===== config.mk =====
export PLATFORM = sky130hd
export DESIGN_NAME = nrz_edge_nco_cdr
export DESIGN_NICKNAME = d
export VERILOG_FILES = /design/src/rtl/nrz_edge_nco_cdr.sv
export SDC_FILE = /design/constraint.sdc
export NUM_CORES = 1
export LEC_CHECK = 0
export BUFFER_PORTS_ARGS = -buffer_cell sky130_fd_sc_hd__buf_2
export CAP_MARGIN = 0
export CORE_ASPECT_RATIO = 0.6
export CORE_UTILIZATION = 55
export CTS_CLUSTER_SIZE = 10
export DETAILED_ROUTE_END_ITERATION = 16
export PLACE_DENSITY_LB_ADDON = 0.2
export SETUP_SLACK_MARGIN = 0.5
export SLEW_MARGIN = 10
export SYNTH_ARGS = -nofsm -noshare
export SYNTH_HDL_FRONTEND = slang
export SYNTH_SLANG_ARGS = --single-unit

===== constraint.sdc =====
create_clock -name clk -period 4.4 [get_ports clk]
set_clock_uncertainty 0.2 [all_clocks]
set_input_delay 0.22 -clock clk [delete_from_list [all_inputs] [get_ports clk]]
set_output_delay 0.22 -clock clk [all_outputs]
set_load 0.02 [all_outputs]

===== src/rtl/nrz_edge_nco_cdr.sv =====
module nrz_edge_nco_cdr #(
  parameter int ACC_W       = 32,
  parameter int MAX_RUN     = 8,
  parameter int SYNC_STAGES = 2
) (
  input  logic             clk,
  input  logic             rst_n,
  input  logic             serial_in,
  input  logic [ACC_W-1:0] tune_word,
  input  logic [ACC_W-1:0] seed_word,
  output logic             rec_clk,
  output logic             sample_stb,
  output logic             data_out,
  output logic             run_overflow
);

  localparam int RUN_W = $clog2(MAX_RUN + 2);
  localparam logic [RUN_W-1:0] RUN_LIM = RUN_W'(MAX_RUN);

  logic [SYNC_STAGES-1:0] sync_q;
  logic                   line;
  logic                   prev_q;
  logic                   edge_hit;
  logic [ACC_W-1:0]       acc_q;
  logic                   msb_q;
  logic                   data_q;
  logic [RUN_W-1:0]       run_q;

  assign line       = sync_q[SYNC_STAGES-1];
  assign edge_hit   = line ^ prev_q;
  assign rec_clk    = acc_q[ACC_W-1];
  assign sample_stb = rec_clk & ~msb_q;
  assign data_out   = data_q;
  assign run_overflow = run_q > RUN_LIM;

  always_ff @(posedge clk) begin
    if (!rst_n) begin
      sync_q <= '0;
      prev_q <= 1'b0;
    end else begin
      sync_q <= {sync_q[SYNC_STAGES-2:0], serial_in};
      prev_q <= line;
    end
  end

  always_ff @(posedge clk) begin
    if (!rst_n) begin
      acc_q <= '0;
      msb_q <= 1'b0;
    end else begin
      acc_q <= edge_hit ? seed_word : acc_q + tune_word;
      msb_q <= rec_clk;
    end
  end

  always_ff @(posedge clk) begin
    if (!rst_n)          data_q <= 1'b0;
    else if (sample_stb) data_q <= line;
  end

  always_ff @(posedge clk) begin
    if (!rst_n)                           run_q <= '0;
    else if (edge_hit)                    run_q <= '0;
    else if (sample_stb && !run_overflow) run_q <= run_q + 1'b1;
  end

endmodule


==> results of run 1 <==
## per-stage QoR
stage	util	total power, uW
6_report	0.723	2120
3_3_place_gp	0.662	1780
5_1_grt	0.723	2280
4_1_cts	0.723	2090
3_5_place_dp	0.662	1800
2_1_floorplan	-	1530
## kinds of logic (layout without fill, tap and decap cells)
kind of cell               after synthesis  in the layout  synth area share
AOI/OAI and AO/OA                      134            134             0.277
xor gates and xnor gates                30             30            0.0842
and+or+nand+nor                        125            125             0.190
DFF                                     41             41             0.263
adders and majority gates               34             34             0.139
muxes                                    3              3           0.00962
buffers and inverters                   28            110            0.0377
## how the worst min path moves through the flow
stage                   from  slack (ns)        end
2_1_floorplan  seed_word[14]        0.13  acc_q[14]
3_3_place_gp       sync_q[0]        0.22  sync_q[1]
3_5_place_dp   seed_word[24]        0.22  acc_q[24]
4_1_cts         seed_word[7]        0.02   acc_q[7]
5_1_grt         seed_word[7]        0.04   acc_q[7]
6_report       seed_word[12]        0.02  acc_q[12]
## placed cells by master (no fill, tap or decap), drive strengths merged, types with 2 or more instances in the layout
cell / netlist / routed
a211oi: 3 / 3
nand4: 11 / 11
and2: 17 / 17
o21a: 3 / 3
o211ai: 6 / 6
nor2b: 6 / 6
clkbuf: 11 / 6
nor3: 2 / 2
o21ai: 41 / 41
dfxtp: 41 / 41
dlygate4sd3: 0 / 23
nand2: 56 / 56
a41oi: 2 / 2
buf: 8 / 71
mux2i: 3 / 3
nor2: 20 / 20
nand3: 5 / 5
xor2: 14 / 14
o211a: 3 / 3
a31oi: 4 / 4
inv: 9 / 9
ha: 33 / 33
a21oi: 40 / 40
o31ai: 2 / 2
o311ai: 2 / 2
xnor2: 16 / 16
a21boi: 4 / 4
a21o: 11 / 11
or3: 3 / 3
o21bai: 4 / 4
o2111ai: 3 / 3
## cell type report
cell class / count / share of cell area
inverters: 9 / 0.00889
clock inverters: 1 / 0.00198
well taps: 66 / 0.0217
flip-flops and latches: 41 / 0.216
clock buffers: 6 / 0.0217
multi-input cells: 326 / 0.575
repair buffers: 94 / 0.155
## worst max-delay path, stage by stage, from the launching register on
cell      delay (ns)
dfxtp_1         0.31
ha_1            0.20
fa_1            0.43
a211oi_1        0.34
o211ai_1        0.19
a31oi_1         0.35
nand2_1         0.11
a21oi_1         0.30
o21ai_0         0.18
xnor2_1         0.15
o21ai_0         0.08
## state kept, by name, summed over array words and instances, names as in the netlist
name / flops
acc_q: 32
run_q: 4
sync_q: 2
data_out: 1
msb_q: 1
prev_q: 1
## power by group through the flow
stage	registers (uW)	clock network [uW]	logic, uW
5_1_grt	559	279	1440
3_3_place_gp	548	0	1230
6_report	546	262	1310
2_1_floorplan	544	0	991
3_5_place_dp	553	0	1250
4_1_cts	546	264	1280
## per-layer routing
layer | wire [um] | vias to the layer above | track usage
met4 | 94 | 0 | 0.0525
met2 | 3300 | 158 | 0.441
met5 | 0 | - | 0
li1 | - | 1579 | -
met3 | 746 | 15 | 0.0634
met1 | 4060 | 1396 | 0.407
## timing repair
item | in CTS | in global routing
endpoints found under the hold margin | 23 | 0
gates resized for setup | 0 | 0
hold buffers | 23 | 0
==> run summary, run 1 <==
Vias/cell: 5.80
Syn Nets: 496
Psw: 945 uW
Initial DRC count: 173
Setup TNS: 0 ns
Static leakage power: 0.00171 uW
Initial core utilization: 0.594
Startpoint Class: register
RR Startpoint: acc_q[0]
DRT Pass-1 Iters: 5
Sequential-to-total area share from yosys stat: 0.263
Hold depth: 4
Vias in the first global route: 2774
H-tree depth: 2
Achievable frequency: 336 MHz
R2R setup slack: 1.42 ns
WL/cell: 15.1 um
Status: finished clean
Design area: 3800 um^2
DR DRC count: 0
Gpl congestion: 0.997
Post-DP HPWL: 6130 um
Clock Path Buffers: 2
Synthesis Warnings: 0
Syn_area_per_cell: 7.90 um^2
Post-DRT Antenna Nets: 0
Finished Layout Cells: 543
Fraction of layout cells with a size suffix above 1: 0.184
Gr usage total: 0.282
Clock Sink Count: 41
Slew Limit Fails: 0
Normalized max-slew margin: 0.449
PwrDens: 557 nW/um^2
RSZ-0062 raised after global routing: false
Flip-flop and latch area: 821 um^2
Placed cell areas: 3480 um^2
Clk_lat worst skew: 0.30 ns
Worst hold slack: 0.0233 ns
GRT Residual Overflow: 0
Yosys reg bits: 41
Initial antenna violation count: 0
Critical R2R Capture: acc_q[24]
Fin crit share: 0.677
Diode count: 0
R2r worst-path depth: 10
Die X: 99.3 um
Worst setup margin: 1.42 ns
Layout area overhead: 21.7%
Layout Nets: 578
Hold WC Path Type: in -> reg
Routed wire length: 8210 um
Final Hold Violating Endpoints: 0
Num CTS Buffers: 5
Comb power frac: 0.618
Peak supply drop: 0.281 mV
Synth top area share: 0.263
Most frequently used flop master after synthesis: dfxtp_1
Core Footprint: 5260 um^2
Port bufs: 70
Max-Cap Viols: 0
Pint: 1170 uW
Clock power frac: 0.124
CTS Root Cell: clkbuf_8
FILL cells: 426
Post-CTS setup buffers: 0
Dominant cell type by area after synthesis: dfxtp_1
Most frequent cell after synthesis: nand2_1
Cell count after placement: 513
Mapped Cells: 395
Post-Syn Area: 3120 um^2
Worst Setup SP: acc_q[0]
CP Capture Point: acc_q[24]
Post-synth EDFFs: 0
Area of the multi-input gates: 2180 um^2
Die height: 60.4 um
Sw Ratio: 0.447
Setup-failing EPs final: 0
Place WS: 1.42 ns
Clock transition at path regs: 0.09 ns
Data arrival, critical path: 2.94 ns
CTS tree: yes
Sequential power share: 0.258
Synth cell count leaders: 56 x nand2_1, 41 x dfxtp_1, 40 x o21ai_0, 37 x a21oi_1, 33 x ha_1
WS Path Type: reg -> reg
Pin count of the biggest net entering global routing: 26
Max Fanout on Critical Path: 3
FFs w/ async S/R, synth: 0
FP Rows: 20
First-pass GRT wire length: 13100 um
Post-synthesis cell type count: 49
Measured slew at the worst slew-check pin: 0.825 ns
DIE AREA: 5990 um^2
Top Ports: 71
Setup crit end kind: register
DR vias: 3148
Final Critical Period: 2.98 ns
Synth area leaders: dfxtp_1 26%, ha_1 13%, nand2_1 6.7%
WP data required: 4.36 ns
Power figures use the tool's default switching activity.
==> run 2: changes to the inputs <==
==> constraint.sdc (replaced) <==
create_clock -name clk -period 2.8 [get_ports clk]
set_clock_uncertainty 0.2 [all_clocks]
set_input_delay 0.14 -clock clk [delete_from_list [all_inputs] [get_ports clk]]
set_output_delay 0.14 -clock clk [all_outputs]
set_load 0.02 [all_outputs]
==> run 2 against run 1 <==
Against the previous run:
- cell area rose by 9.7%
- combinational power rose by 82%
- clock power rose by 95%
- count of clock-buffer cells in the layout fell by 1
- highest routed layer unchanged
- largest cell class unchanged
- worst hold slack improved by 0.012 ns
==> run summary, run 2 (synthesis gave the netlist of run 1 again) <==
Core Footprint: 5260 um^2 (unchanged)
Design area: 4170 um^2 (+9.7%)
Port bufs: 70 (unchanged)
Clock transition at path regs: 0.09 ns (about the same)
Sequential power share: 0.229 (-0.029)
Measured slew at the worst slew-check pin: 0.842 ns (+0.0166 ns)
Pin count of the biggest net entering global routing: 26 (unchanged)
Worst setup margin: 0.181 ns (-1.24 ns)
Most frequent cells in the layout: 70 x buf_2, 55 x nand2_1, 40 x dfxtp_1, 33 x dlygate4sd3_1, 29 x a21oi_1
Vias/cell: 5.89 (+1.6%)
Status: finished clean
RSZ-0062 raised after global routing: true
Regs by FF count: acc_q (32), run_q (4), sync_q (2)
Data arrival, critical path: 2.62 ns (-0.32 ns)
Final Critical Period: 2.62 ns (-0.359 ns)
Setup-failing EPs final: 0 (unchanged)
Hold WC Path Type: in -> reg
Initial DRC count: 239 (+38%)
Clock Sink Count: 41 (unchanged)
Pint: 2090 uW (+79%)
Final Hold Violating Endpoints: 0 (unchanged)
Slew Limit Fails: 0 (unchanged)
Sw Ratio: 0.443 (-0.00342)
Startpoint Class: register
Buf/Inv on CP: 0 (unchanged)
Num CTS Buffers: 5 (unchanged)
HP Start: tune_word[31]
Largest register FFs: 32 (unchanged)
Die X: 99.3 um (unchanged)
Gr usage total: 0.309 (+0.0263)
CTS tree: yes
GRT Residual Overflow: 0 (unchanged)
RR Startpoint: acc_q[0]
Gpl congestion: 1.01 (+1.3%)
Normalized max-slew margin: 0.438 (-0.0111)
PwrDens: 901 nW/um^2 (+62%)
Initial core utilization: 0.594 (unchanged)
Die height: 60.4 um (unchanged)
Top Ports: 71 (unchanged)
WL/cell: 16.2 um (+7.5%)
Commonest non-fill, non-tap cell in the layout: buf_2
Max Fanout on Critical Path: 4 (+1)
WS Path Type: reg -> reg
CP delay by family, top: compound AO/OA/AOI/OAI gates
Comb power frac: 0.635 (+0.017)
Clock power frac: 0.136 (+0.012)
Fin crit share: 0.935 (+0.259)
DIE AREA: 5990 um^2 (unchanged)
Post-DP HPWL: 6430 um (+5.0%)
Setup TNS: 0 ns (unchanged)
Clock Path Buffers: 2 (unchanged)
Layout Nets: 599 (+3.6%)
Fin util: 0.793 (+0.0702)
Worst stage delay on the critical path: 0.34 ns (-0.09 ns)
Clk_lat worst skew: 0.31 ns (about the same)
FP Rows: 20 (unchanged)
H-tree depth: 2 (unchanged)
Static leakage power: 0.00184 uW (+7.5%)
Achievable frequency: 382 MHz (+14%)
Post-DRT Antenna Nets: 0 (unchanged)
Biggest register: acc_q
Placed cell areas: 3510 um^2 (+1.0%)
Initial antenna violation count: 0 (unchanged)
Fraction of layout cells with a size suffix above 1: 0.261 (+0.0760)
DR vias: 3327 (+5.7%)
DRT Pass-1 Iters: 5 (unchanged)
Worst Setup SP: acc_q[0]
DR DRC count: 0 (unchanged)
WP data required: 2.80 ns (-1.56 ns)
Layout area overhead: 33.5%
Max-Cap Viols: 0 (unchanged)
Slowest library cell on the worst path: dfxtp_2
Vias in the first global route: 2890 (+4.2%)
Psw: 1670 uW (+76%)
Place WS: 0.124 ns (-1.30 ns)
First-pass GRT wire length: 14100 um (+7.5%)
Worst hold slack: 0.0351 ns (+0.0117 ns)
Peak supply drop: 0.464 mV (+65%)
Crit-path cells: ha_4 -> fa_2 -> a211oi_2 -> o211ai_1 -> a21oi_2 -> nand3_1 -> a211o_1 -> o21ai_4 -> mux2i_1 -> o21ai_1
Diode count: 0 (unchanged)
Setup crit end kind: register
Routed wire length: 9180 um (+12%)
CTS Root Cell: clkbuf_8
==> run 2: timing repair <==
| action | in CTS | in global routing |
|---|---|---|
| cloned | 0 | 0 |
| endpoints found under the hold margin | 33 | 0 |
| gates resized for setup | 12 | 28 |
| setup buffers | 7 | 1 |
| pin swaps | 3 | 15 |
| hold buffers | 33 | 0 |
| setup endpoints to repair | 17 | 28 |
==> run 2: power by group through the flow <==
stage / Sequential [uW] / Clock, uW / Combinational [uW]
after detailed placement: 867 / 0 / 2020
after global routing: 876 / 543 / 2580
after CTS: 858 / 514 / 2160
after floorplan: 854 / 0 / 1580
final: 861 / 512 / 2380
after global placement: 861 / 0 / 1990
==> run 2: tightest hold or removal path, cell delays in order <==
cell,delay (ns)
buf_2,0.08
xor2_1,0.07
o2111ai_1,0.08
o311ai_0,0.12
==> run 2: layout make-up <==
cell class                 count  area [um^2]
fill                         389         1090
multi-input combinational    326         2340
clock inverter                 3         46.3
clock buffer                   5         68.8
timing repair buffer         115          771
sequential                    41          822
inverter                       9         33.8
tap                           66         82.6
==> run 2: layer usage <==
metal	up-vias	wire, um	GRT usage
met1	1504	4440	0.461
met2	182	3820	0.459
li1	1629	-	-
met4	0	118	0.0882
met5	-	0	0
met3	12	797	0.0518
==> run 2: worst paths after layout <==
kind | to | slack [ns] | cells after the start
hold reg to reg | sync_q[1] | 0.25 | 1
setup reg to reg | acc_q[26] | 0.18 | 10
hold / removal | acc_q[31] | 0.04 | 4
setup / recovery | acc_q[26] | 0.18 | 10
==> run 2: through the flow <==
stage	std cells	total power [uW]
floorplan	395	2430
global placement	516	2850
detailed placement	516	2890
CTS	564	3530
global route	565	4000
finish	565	3760
